==> src/rtl/txdp_pkg.sv <==
package txdp_pkg;
   // number of address bits below the bus word
   function automatic int lsb_bits(input int bus_bytes);
      int n;
      n = 0;
      while ((1 << n) < bus_bytes) n++;
      return n;
   endfunction

   function automatic bit legal_bus(input int bus_bytes);
      return (bus_bytes == 4) || (bus_bytes == 8) || (bus_bytes == 16);
   endfunction
endpackage

==> src/rtl/txdp_align.sv <==
module txdp_align #(
   parameter int ADDR_W    = 32,
   parameter int BUS_BYTES = 4
) (
   input  logic [ADDR_W-1:0] in_addr,
   output logic [ADDR_W-1:0] out_addr
);
   localparam int LSB_W = txdp_pkg::lsb_bits(BUS_BYTES);

   if (!txdp_pkg::legal_bus(BUS_BYTES)) begin : g_bad_bus
      $error("txdp_align: BUS_BYTES must be 4, 8 or 16");
   end

   if (BUS_BYTES == 4) begin : g_w32
      assign out_addr = {in_addr[ADDR_W-1:2], 2'b00};
   end else if (BUS_BYTES == 8) begin : g_w64
      assign out_addr = {in_addr[ADDR_W-1:3], 3'b000};
   end else begin : g_w128
      assign out_addr = {in_addr[ADDR_W-1:LSB_W], {LSB_W{1'b0}}};
   end
endmodule

==> src/rtl/txdp_base_reg.sv <==
module txdp_base_reg #(
   parameter int ADDR_W    = 32,
   parameter int BUS_BYTES = 4
) (
   input  logic              clk,
   input  logic              rst_n,
   input  logic              wr_en,
   input  logic [ADDR_W-1:0] wr_data,
   input  logic              run_en,
   input  logic              start_edge,
   output logic [ADDR_W-1:0] base_o,
   output logic              pend_o
);
   logic [ADDR_W-1:0] wr_aligned;
   logic              accept;

   txdp_align #(.ADDR_W(ADDR_W), .BUS_BYTES(BUS_BYTES)) u_wr_align (
      .in_addr  (wr_data),
      .out_addr (wr_aligned)
   );

   // writes land only while stopped
   assign accept = wr_en && !run_en;

   always_ff @(posedge clk or negedge rst_n) begin
      if (!rst_n) begin
         base_o <= '0;
         pend_o <= 1'b0;
      end else begin
         if (accept) begin
            base_o <= wr_aligned;
            pend_o <= 1'b1;
         end else if (start_edge) begin
            pend_o <= 1'b0;
         end
      end
   end
endmodule

==> src/rtl/txdp_walker.sv <==
module txdp_walker #(
   parameter int ADDR_W       = 32,
   parameter int STRIDE_BYTES = 16
) (
   input  logic              clk,
   input  logic              rst_n,
   input  logic              run_en,
   input  logic              step,
   input  logic [ADDR_W-1:0] base,
   input  logic              pend,
   output logic              start_edge_o,
   output logic [ADDR_W-1:0] ptr_o
);
   localparam logic [ADDR_W-1:0] STRIDE = ADDR_W'(STRIDE_BYTES);

   logic run_q;
   logic running;

   assign start_edge_o = run_en && !run_q;
   assign running      = run_en && run_q;

   always_ff @(posedge clk or negedge rst_n) begin
      if (!rst_n) begin
         run_q <= 1'b0;
         ptr_o <= '0;
      end else begin
         run_q <= run_en;
         if (start_edge_o) begin
            if (pend) ptr_o <= base;
         end else if (running && step) begin
            ptr_o <= ptr_o + STRIDE;
         end
      end
   end
endmodule

==> src/rtl/txdesc_ptr_ctrl.sv <==
module txdesc_ptr_ctrl #(
   parameter int ADDR_W       = 32,
   parameter int BUS_BYTES    = 4,
   parameter int STRIDE_BYTES = 16
) (
   input  logic              clk,
   input  logic              rst_n,
   input  logic              cfg_wr_en,
   input  logic [ADDR_W-1:0] cfg_wr_data,
   output logic [ADDR_W-1:0] cfg_rd_data,
   input  logic              run_en,
   input  logic              step,
   output logic [ADDR_W-1:0] desc_addr
);
   if (ADDR_W < 8) begin : g_bad_width
      $error("txdesc_ptr_ctrl: ADDR_W too small");
   end
   if ((STRIDE_BYTES % BUS_BYTES) != 0 || STRIDE_BYTES <= 0) begin : g_bad_stride
      $error("txdesc_ptr_ctrl: STRIDE_BYTES must be a positive multiple of BUS_BYTES");
   end

   logic [ADDR_W-1:0] base_q;
   logic              pend_q;
   logic              start_edge;
   logic [ADDR_W-1:0] ptr_q;

   txdp_base_reg #(.ADDR_W(ADDR_W), .BUS_BYTES(BUS_BYTES)) u_base (
      .clk        (clk),
      .rst_n      (rst_n),
      .wr_en      (cfg_wr_en),
      .wr_data    (cfg_wr_data),
      .run_en     (run_en),
      .start_edge (start_edge),
      .base_o     (base_q),
      .pend_o     (pend_q)
   );

   txdp_walker #(.ADDR_W(ADDR_W), .STRIDE_BYTES(STRIDE_BYTES)) u_walk (
      .clk          (clk),
      .rst_n        (rst_n),
      .run_en       (run_en),
      .step         (step),
      .base         (base_q),
      .pend         (pend_q),
      .start_edge_o (start_edge),
      .ptr_o        (ptr_q)
   );

   txdp_align #(.ADDR_W(ADDR_W), .BUS_BYTES(BUS_BYTES)) u_out_align (
      .in_addr  (ptr_q),
      .out_addr (desc_addr)
   );

   assign cfg_rd_data = base_q;
endmodule

==> config.mk <==
export PLATFORM = sky130hd
export DESIGN_NAME = txdesc_ptr_ctrl
export DESIGN_NICKNAME = d
export VERILOG_FILES = /design/src/rtl/txdp_pkg.sv /design/src/rtl/txdp_align.sv /design/src/rtl/txdp_base_reg.sv /design/src/rtl/txdp_walker.sv /design/src/rtl/txdesc_ptr_ctrl.sv
export SDC_FILE = /design/constraint.sdc
export NUM_CORES = 1
export LEC_CHECK = 0
export BUFFER_PORTS_ARGS = -buffer_cell sky130_fd_sc_hd__buf_2
export CAP_MARGIN = 10
export CORE_AREA = 4 4 100 102
export DETAILED_ROUTE_END_ITERATION = 6
export DIE_AREA = 0 0 104 106
export PLACE_DENSITY = 0.68
export SETUP_SLACK_MARGIN = 0.2
export SYNTH_ARGS = -nofsm -noshare
export SYNTH_HDL_FRONTEND = slang
export SYNTH_HIERARCHICAL = 1
export SYNTH_SLANG_ARGS = --single-unit
==> constraint.sdc <==
create_clock -name clk -period 3.3 [get_ports clk]
set_input_delay 0.165 -clock clk [delete_from_list [all_inputs] [get_ports clk]]
set_output_delay 0.165 -clock clk [all_outputs]
set_load 0.005 [all_outputs]
==> results of run 1 <==
worst max-delay path: stages (launching register included):
cell	delay (ps)
dfrtp_1	480
mux2_2	430
and2_1	520
buf_4	310
nor2_1	70
nor4b_1	260
routing by layer:
metal  up-vias  share of wire  global-route usage
li1       1367              -                   -
met1      1419           0.45               0.236
met2       126           0.47               0.256
met3        10          0.068              0.0455
met4         0          0.016              0.0693
met5         -              0                   0
path summary, 6_finish.rpt:
| check | startpoint | endpoint | slack, ps | cells after the start |
|---|---|---|---|---|
| min | cfg_wr_data[21] | u_base/base_o[21] | 60 | 2 |
| max in group asynchronous | rst_n | u_walk/ptr_o[9] | 1910 | 3 |
| max reg2reg | u_walk/run_q | u_walk/ptr_o[16] | 1110 | 5 |
| min reg2reg | u_walk/ptr_o[3] | u_walk/ptr_o[3] | 510 | 1 |
| max | u_walk/run_q | u_walk/ptr_o[16] | 1110 | 5 |
| min in group asynchronous | rst_n | u_walk/ptr_o[20] | 480 | 2 |
final cells by class:
cell class	count	area (sq um)	share of cell area
clock buffers	11	141	0.0342
well taps	111	139	0.0336
repair buffers	103	536	0.129
flip-flops and latches	64	1600	0.387
clock inverters	4	45.0	0.0109
multi-input cells	218	1650	0.399
inverters	6	22.5	0.00544
power by group through the flow:
stage,sequential [mW],clock [mW],combinational [mW]
4_1_cts,1.11,0.681,0.596
5_1_grt,1.15,0.717,0.648
2_1_floorplan,1.08,0,0.508
3_5_place_dp,1.13,0,0.592
6_report,1.12,0.658,0.589
3_3_place_gp,1.12,0,0.578
stage by stage:
stage	cell area, sq um	worst slack, ps	cells	hold WS, ps
global route	4140	945	517	38.7
CTS	4140	1140	517	38.8
floorplan	3950	1640	372	-131
finish	4140	1110	517	59.7
detailed placement	3940	1150	501	336
global placement	3940	1190	501	325
state kept, by name (all words and copies together), names as in the netlist:
register and cells:
u_base/base_o 32, u_base/pend_o 1, u_walk/ptr_o 30, u_walk/run_q 1
==> key figures, run 1 <==
Outcome
  – Status: complete, no violations

Timing
  – Final Skew: 11.2 ps
  – Sum Neg Setup Slack: 0 ps
  – Rel. slew slack: 0.408
  – Fmax: 457 MHz
  – Final setup fails: 0
  – Count of final hold-check violations: 0
  – Crit path time final: 2190 ps
  – Max-slew violation count: 0
  – Worst Tran Pin Value: 888 ps
  – Period utilization: 0.663
  – Unrepaired setup endpoints after global routing: no

Worst setup path
  – Startpoint Class: flop
  – Crit. End Element: flop
  – CP Max Fanout: 15
  – Kind of critical path: reg2reg
  – CP required: 3520 ps
  – Crit path DAT: 2410 ps

Place
  – I/O Buffers: 96
  – GPL Wtd Cong: 0.893
  – Post-DP HPWL: 6.78 mm

Finish
  – Antenna cells: 0
  – Share of layout cells above drive strength 1: 0.384
  – Synth-to-layout area growth: 4.99%
  – Finished Core Util: 0.454
  – Filler cells: 887
  – Nets: 440
  – Commonest non-fill, non-tap cell in the layout: buf_2
  – Most frequent cells in the layout: buf_2 (96), dfrtp_1 (64), mux2_4 (29), a21oi_1 (21), nand2_1 (17)

Clock network
  – CTS max path bufs: 2
  – Clock sink count: 64
  – CTS H-tree lvls: 3
  – CTS root buf: clkbuf_8
  – Clock latency on the worst-skew pair: 330 ps
  – Post-cts sizing count: 0
  – Setup repair bufs after CTS: 0
  – Clock-pin slew on the worst setup and hold paths: 70 ps
  – CTS Hold Bufs: 1
  – CTS tree: built
  – CTS buffer count: 9

Power
  – Power share of the sequential group: 0.472
  – Clock Power Share: 0.278
  – PD cells: 572 nW/um^2
  – Max IR drop VDD: 0.188 mV
  – Internal power: 1.59 mW
  – Combinational Power Share: 0.249
  – Leakage: 1.85 nW
  – Net Sw Frac: 0.326
  – Switching pwr: 0.772 mW
  – Total power draw: 2.36 mW

Global route
  – Gr usage total: 0.171
  – First-pass GRT wire length: 15.2 mm
  – Largest net degree at the start of global routing: 39
  – Vias in the first global route: 2,856
  – Initial antenna violation count: 0
  – Gr ovfl total: 0

Detailed routing
  – Initial DRC count: 177
  – Vias/cell: 5.65
  – DR DRC count: 0
  – Via count: 2,922
  – Final WL: 9.35 mm
  – Final ANT Viol Nets: 0
  – DR WL/cell: 18.1 um
  – First-pass DRT Iterations: 4

Flow run
  – Max-cap violations: 0

Synthesis
  – YS warnings: 6
  – Mapped Cells: 370
  – Syn avg cell area: 10.6 sq um
  – Mapped cell area: 3940 sq um

Floorplanning
  – Initial Util: 0.433
  – Ports: 101
  – # rows: 35
  – Die extent in y: 106 um
  – Die Width: 104 um
  – Die area: 11,000 sq um
  – Core Area: 9110 sq um

Worst hold path
  – Worst Hold Class: in2reg
Note: power is estimated with default switching activity, not from simulation.
==> run 2: changes to the inputs <==
==> constraint.sdc (replaced) <==
create_clock -name clk -period 2.2 [get_ports clk]
set_input_delay 0.11 -clock clk [delete_from_list [all_inputs] [get_ports clk]]
set_output_delay 0.11 -clock clk [all_outputs]
set_load 0.005 [all_outputs]
==> key figures, run 2 (synthesized netlist as in run 1, its figures left out) <==
Outcome
  – Status: complete, no violations (unchanged)

Clock network
  – CTS buffer count: 9 (unchanged)
  – Clock-pin slew on the worst setup and hold paths: 70 ps (about the same)
  – Clock latency on the worst-skew pair: 350 ps (was 330 ps)
  – Clock sink count: 64 (unchanged)
  – CTS max path bufs: 2 (unchanged)
  – CTS H-tree lvls: 3 (unchanged)
  – CTS root buf: clkbuf_8 (unchanged)
  – CTS tree: built (unchanged)

Worst setup path
  – Top Family by Delay on Critical Path: simple AND/OR/NAND/NOR gates (unchanged)
  – Critical path buffer and inverter count: 0 (was 1)
  – Kind of critical path: reg2reg (unchanged)
  – CP required: 2480 ps (was 3520 ps)
  – Slowest Stage Delay on Critical Path: 620 ps (was 520 ps)
  – Crit. End Element: flop (unchanged)
  – Critical Path, Cell by Cell: nand3_1, or4_4, or4_1, nand4_1 (was mux2_2, and2_1, buf_4, nor2_1, nor4b_1)
  – Crit path DAT: 2170 ps (was 2410 ps)
  – CP startpoint: u_walk/ptr_o[12] (was u_walk/run_q)
  – R2R Path Start: u_walk/ptr_o[12] (was u_walk/run_q)
  – CP Max Fanout: 7 (was 15)
  – Crit-path slowest cell: or4_4 (was and2_1)
  – Startpoint Class: flop (unchanged)

Detailed routing
  – Met2 WL post-DR: 4.91 mm (was 4.36 mm)
  – Vias/cell: 5.59 (was 5.65)
  – DR DRC count: 0 (unchanged)
  – First-pass DRT Iterations: 5 (was 4)
  – Via count: 3,142 (was 2,922)
  – DR WL/cell: 17.9 um (was 18.1 um)
  – WL met3: 649 um (was 633 um)
  – Met1 WL: 4.31 mm (was 4.21 mm)
  – Final WL: 10.1 mm (was 9.35 mm)
  – Initial DRC count: 194 (was 177)
  – Highest routed layer: met4 (unchanged)
  – Final ANT Viol Nets: 0 (unchanged)

Place
  – I/O Buffers: 96 (unchanged)
  – GPL Wtd Cong: 0.884 (was 0.893)
  – Place WS: 236 ps (was 1150 ps)
  – Post-DP HPWL: 7.02 mm (was 6.78 mm)

Timing
  – Setup ws final: 308 ps (was 1110 ps)
  – Worst Tran Pin Value: 547 ps (was 888 ps)
  – Crit path time final: 1890 ps (was 2190 ps)
  – Count of final hold-check violations: 0 (unchanged)
  – Sum Neg Setup Slack: 0 ps (unchanged)
  – Fmax: 529 MHz (was 457 MHz)
  – Max-slew violation count: 0 (unchanged)
  – Unrepaired setup endpoints after global routing: yes (was no)
  – Rel. slew slack: 0.636 (was 0.408)
  – Period utilization: 0.860 (was 0.663)
  – Final setup fails: 0 (unchanged)
  – Final Skew: 9.44 ps (was 11.2 ps)

Floorplanning
  – Die extent in y: 106 um (unchanged)
  – Ports: 101 (unchanged)
  – Core Area: 9110 sq um (unchanged)
  – Initial Util: 0.433 (unchanged)
  – Die area: 11,000 sq um (unchanged)
  – # rows: 35 (unchanged)
  – Die Width: 104 um (unchanged)

Flow run
  – Max-cap violations: 0 (unchanged)

Worst hold path
  – Worst Hold Class: in2reg (unchanged)
  – Hold path startpoint: run_en (was cfg_wr_data[21])

Finish
  – Synth-to-layout area growth: 16.1% (was 4.99%)
  – Antenna cells: 0 (unchanged)
  – Nets: 485 (was 440)
  – Max FFs per register: 32 (unchanged)
  – Largest registers: u_base/base_o (32), u_walk/ptr_o (30) (unchanged)
  – Most frequent cells in the layout: buf_2 (96), dfrtp_1 (64), dlygate4sd3_1 (31), mux2_4 (29), a21oi_1 (21) (was buf_2 (96), dfrtp_1 (64), mux2_4 (29), a21oi_1 (21), nand2_1 (17))
  – Largest Register: u_base/base_o (unchanged)
  – Commonest non-fill, non-tap cell in the layout: buf_2 (unchanged)
  – Share of layout cells above drive strength 1: 0.386 (was 0.384)

Power
  – Leakage: 2.05 nW (was 1.85 nW)
  – Max IR drop VDD: 0.362 mV (was 0.188 mV)
  – PD cells: 800 nW/um^2 (was 572 nW/um^2)

Global route
  – First-pass GRT wire length: 16.4 mm (was 15.2 mm)
  – Gr ovfl total: 0 (unchanged)
  – Largest net degree at the start of global routing: 29 (was 39)
  – Vias in the first global route: 3,075 (was 2,856)
  – Gr usage total: 0.187 (was 0.171)
  – Initial antenna violation count: 0 (unchanged)
run 2: cell count changes in the layout (fill, tap and decap cells not counted):
cell | before | now
nor4_1 | 11 | 10
nor3b_2 | 0 | 1
nor3b_1 | 1 | 0
dlygate4sd3_1 | 1 | 31
buf_4 | 6 | 20
nor2b_2 | 0 | 1
buf_12 | 0 | 1
nor2b_1 | 1 | 0
nor4_2 | 0 | 1
run 2: what timing repair did:
| item | CTS | global route |
|---|---|---|
| resized for setup | 0 | 3 |
| setup buffers | 0 | 2 |
| endpoints found under the setup margin | 0 | 6 |
| endpoints found under the hold margin | 50 | 0 |
| hold buffers | 31 | 0 |
run 2: worst paths after layout:
check	to	depth (start not counted)	slack, ps
max	u_walk/ptr_o[19]	4	310
min	u_walk/run_q	2	150
max reg2reg	u_walk/ptr_o[19]	4	310
min reg2reg	u_base/base_o[0]	1	520
max in group asynchronous	u_base/base_o[11]	3	1210
min in group asynchronous	u_walk/ptr_o[28]	2	280
run 2: report_power, final:
part	leakage [nW]	internal (mW)	switching [mW]
logic	1.19	0.528	0.458
clock network	0.0989	0.542	0.459
registers	0.763	1.39	0.284
run 2: area by class of cell:
type | instances | area [sq um]
inverters | 6 | 22.5
clock inverters | 4 | 45.0
repair buffers | 148 | 961
well taps | 111 | 139
clock buffers | 11 | 141
fillers | 892 | 4530
flip-flops and latches | 64 | 1600
multi-input cells | 218 | 1670
run 2: layer usage:
layer  vias up  GRT usage
met4         0     0.0902
met3        21     0.0383
met2       146      0.300
li1       1457          -
met5         -          0
met1      1518      0.242
run 2: through the flow:
step | hold slack [ps] | total power [mW] | util | std cells | area (sq um)
after floorplan | -186 | 2.38 | - | 372 | 3950
after global placement | 124 | 2.58 | 0.445 | 514 | 4050
after detailed placement | 130 | 2.62 | 0.445 | 514 | 4050
after CTS | 130 | 3.67 | 0.499 | 560 | 4550
after global routing | 144 | 3.89 | 0.502 | 562 | 4580
final | 148 | 3.66 | 0.502 | 562 | 4580
==> run 3: changes to the inputs <==
--- a/config.mk
+++ b/config.mk
@@ -7,10 +7,13 @@
 export LEC_CHECK = 0
 export BUFFER_PORTS_ARGS = -buffer_cell sky130_fd_sc_hd__buf_2
 export CAP_MARGIN = 10
-export CORE_AREA = 4 4 100 102
+export CELL_PAD_IN_SITES_DETAIL_PLACEMENT = 1
+export CELL_PAD_IN_SITES_GLOBAL_PLACEMENT = 1
+export CORE_AREA = 4 4 104 106
 export DETAILED_ROUTE_END_ITERATION = 6
-export DIE_AREA = 0 0 104 106
-export PLACE_DENSITY = 0.68
+export DIE_AREA = 0 0 108 110
+export PLACE_DENSITY = 0.79
+export REMOVE_ABC_BUFFERS = 1
 export SETUP_SLACK_MARGIN = 0.2
 export SYNTH_ARGS = -nofsm -noshare
 export SYNTH_HDL_FRONTEND = slang
==> key figures, run 3 (synthesized netlist as in run 1, its figures left out) <==
Outcome
  – Status: complete, no violations (unchanged)

Global route
  – Gr usage total: 0.186 (was 0.187)
  – First-pass GRT wire length: 17.6 mm (was 16.4 mm)
  – Largest net degree at the start of global routing: 37 (was 29)
  – Initial antenna violation count: 0 (unchanged)
  – Vias in the first global route: 3,301 (was 3,075)
  – Gr ovfl total: 0 (unchanged)

Timing
  – Sum Neg Setup Slack: 0 ps (unchanged)
  – Rel. slew slack: 0.534 (was 0.636)
  – Final Skew: 8.51 ps (was 9.44 ps)
  – Period utilization: 0.877 (was 0.860)
  – Setup ws final: 271 ps (was 308 ps)
  – Unrepaired setup endpoints after global routing: no (was yes)
  – Crit path time final: 1930 ps (was 1890 ps)
  – Final setup fails: 0 (unchanged)
  – Hold Slack: 108 ps (was 148 ps)
  – Worst Tran Pin Value: 699 ps (was 547 ps)
  – Max-slew violation count: 0 (unchanged)
  – Fmax: 518 MHz (was 529 MHz)
  – Count of final hold-check violations: 0 (unchanged)

Clock network
  – Clock sink count: 64 (unchanged)
  – CTS buffer count: 9 (unchanged)
  – Clock latency on the worst-skew pair: 350 ps (about the same)
  – CTS max path bufs: 2 (unchanged)
  – CTS H-tree lvls: 3 (unchanged)
  – CTS tree: built (unchanged)
  – Clock-pin slew on the worst setup and hold paths: 80 ps (was 70 ps)
  – CTS root buf: clkbuf_8 (unchanged)

Place
  – Dpl cells: 532 (was 514)
  – Post-DP Area: 4060 sq um (was 4050 sq um)
  – Place WS: 164 ps (was 236 ps)
  – GPL Wtd Cong: 0.824 (was 0.884)
  – Post-DP HPWL: 7.26 mm (was 7.02 mm)
  – I/O Buffers: 96 (unchanged)

Detailed routing
  – Vias/cell: 5.37 (was 5.59)
  – DR DRC count: 0 (unchanged)
  – Final WL: 10.7 mm (was 10.1 mm)
  – Via count: 3,150 (was 3,142)
  – DR WL/cell: 18.3 um (was 17.9 um)
  – Initial DRC count: 157 (was 194)
  – First-pass DRT Iterations: 4 (was 5)
  – Final ANT Viol Nets: 0 (unchanged)

Worst setup path
  – Cell depth of the worst flop-to-flop path: 7 (was 4)
  – Kind of critical path: reg2reg (unchanged)
  – CP Max Fanout: 6 (was 7)
  – R2R Setup Slk: 270 ps (was 310 ps)
  – CP required: 2460 ps (was 2480 ps)
  – Crit. End Element: flop (unchanged)
  – R2R Path Start: u_walk/ptr_o[5] (was u_walk/ptr_o[12])
  – FF-to-FF End: u_walk/ptr_o[30] (was u_walk/ptr_o[19])
  – Startpoint Class: flop (unchanged)
  – Crit path DAT: 2190 ps (was 2170 ps)

Floorplanning
  – Ports: 101 (unchanged)
  – Die Width: 108 um (was 104 um)
  – # rows: 36 (was 35)
  – Initial Util: 0.403 (was 0.433)
  – Core Area: 9770 sq um (was 9110 sq um)
  – Die extent in y: 110 um (was 106 um)
  – Die area: 11,900 sq um (was 11,000 sq um)

Power
  – PD cells: 838 nW/um^2 (was 800 nW/um^2)
  – Total power draw: 3.96 mW (was 3.66 mW)
  – Max IR drop VDD: 0.317 mV (was 0.362 mV)
  – Leakage: 2.10 nW (was 2.05 nW)

Finish
  – Share of layout cells above drive strength 1: 0.403 (was 0.386)
  – Commonest non-fill, non-tap cell in the layout: buf_2 (unchanged)
  – Finished Layout Cells: 587 (was 562)
  – Finished Core Util: 0.483 (was 0.502)
  – Nets: 487 (was 485)
  – Synth-to-layout area growth: 19.8% (was 16.1%)
  – Most frequent cells in the layout: buf_2 (96), dfrtp_1 (62), dlygate4sd3_1 (31), mux2_4 (29), a21oi_1 (21) (was buf_2 (96), dfrtp_1 (64), dlygate4sd3_1 (31), mux2_4 (29), a21oi_1 (21))
  – Filler cells: 1,096 (was 892)
  – Fin area: 4720 sq um (was 4580 sq um)
  – Largest registers: u_base/base_o (32), u_walk/ptr_o (30) (unchanged)
  – Max FFs per register: 32 (unchanged)
  – Largest Register: u_base/base_o (unchanged)
  – Antenna cells: 0 (unchanged)

Flow run
  – Max-cap violations: 0 (unchanged)

Worst hold path
  – Worst Hold End: u_walk/run_q (unchanged)
  – Worst hold path stage count: 1 (was 2)
  – Worst Hold Class: in2reg (unchanged)
  – Hold path startpoint: run_en (unchanged)
run 3: cell count changes in the layout (fill, tap and decap cells not counted), moves of 2 or more:
cell / delta
clkinv_4: +2
dfrtp_1: -2
bufinv_16: +2
clkinv_2: -2
nor4_1: -2
dfrtp_2: +2
run 3: where the power goes:
group / switching, mW / internal [mW] / leakage, nW
registers: 0.284 / 1.39 / 0.761
clock network: 0.496 / 0.754 / 0.119
logic: 0.489 / 0.544 / 1.22
total: 1.27 / 2.69 / 2.10
run 3: routing by layer:
layer	up-vias	global-route usage	wire, um
met5	-	0	0
met4	0	0.0496	162
met3	12	0.0419	599
met2	104	0.310	5200
met1	1574	0.247	4770
li1	1460	-	-
run 3: worst max-delay path by stage:
| stage | from | end | slack, ps | cells after the start |
|---|---|---|---|---|
| after floorplan | u_walk/run_q | u_walk/ptr_o[14] | -530 | 5 |
| after global placement | u_walk/ptr_o[4] | u_walk/ptr_o[26] | 270 | 5 |
| after detailed placement | u_walk/ptr_o[4] | u_walk/ptr_o[18] | 160 | 6 |
| after CTS | u_walk/ptr_o[4] | u_walk/ptr_o[26] | 260 | 5 |
| after global routing | u_walk/ptr_o[5] | u_walk/ptr_o[22] | 120 | 6 |
| final | u_walk/ptr_o[5] | u_walk/ptr_o[30] | 270 | 7 |
run 3: what timing repair did:
action	in CTS	in global routing
endpoints found under the hold margin	58	0
pin swaps	0	2
gates resized for setup	1	9
setup endpoints to repair	5	8
buffers inserted	0	8
hold buffers	31	0
run 3: cell type report:
cell class,instances,area (sq um),area share
Clock buffer,9,124,0.0262
Clock inverter,7,120,0.0254
Inverter,6,22.5,0.00477
Multi-Input combinational cell,218,1690,0.358
Sequential cell,64,1600,0.340
Tap cell,133,166,0.0353
Timing Repair Buffer,150,992,0.210
run 3: critical path: stages (launching register included):
cell and delay (ps):
dfrtp_2 410, ha_2 220, nand4_1 250, nor4_4 350
buf_6 180, buf_4 130, a311oi_1 90, a211oi_1 210
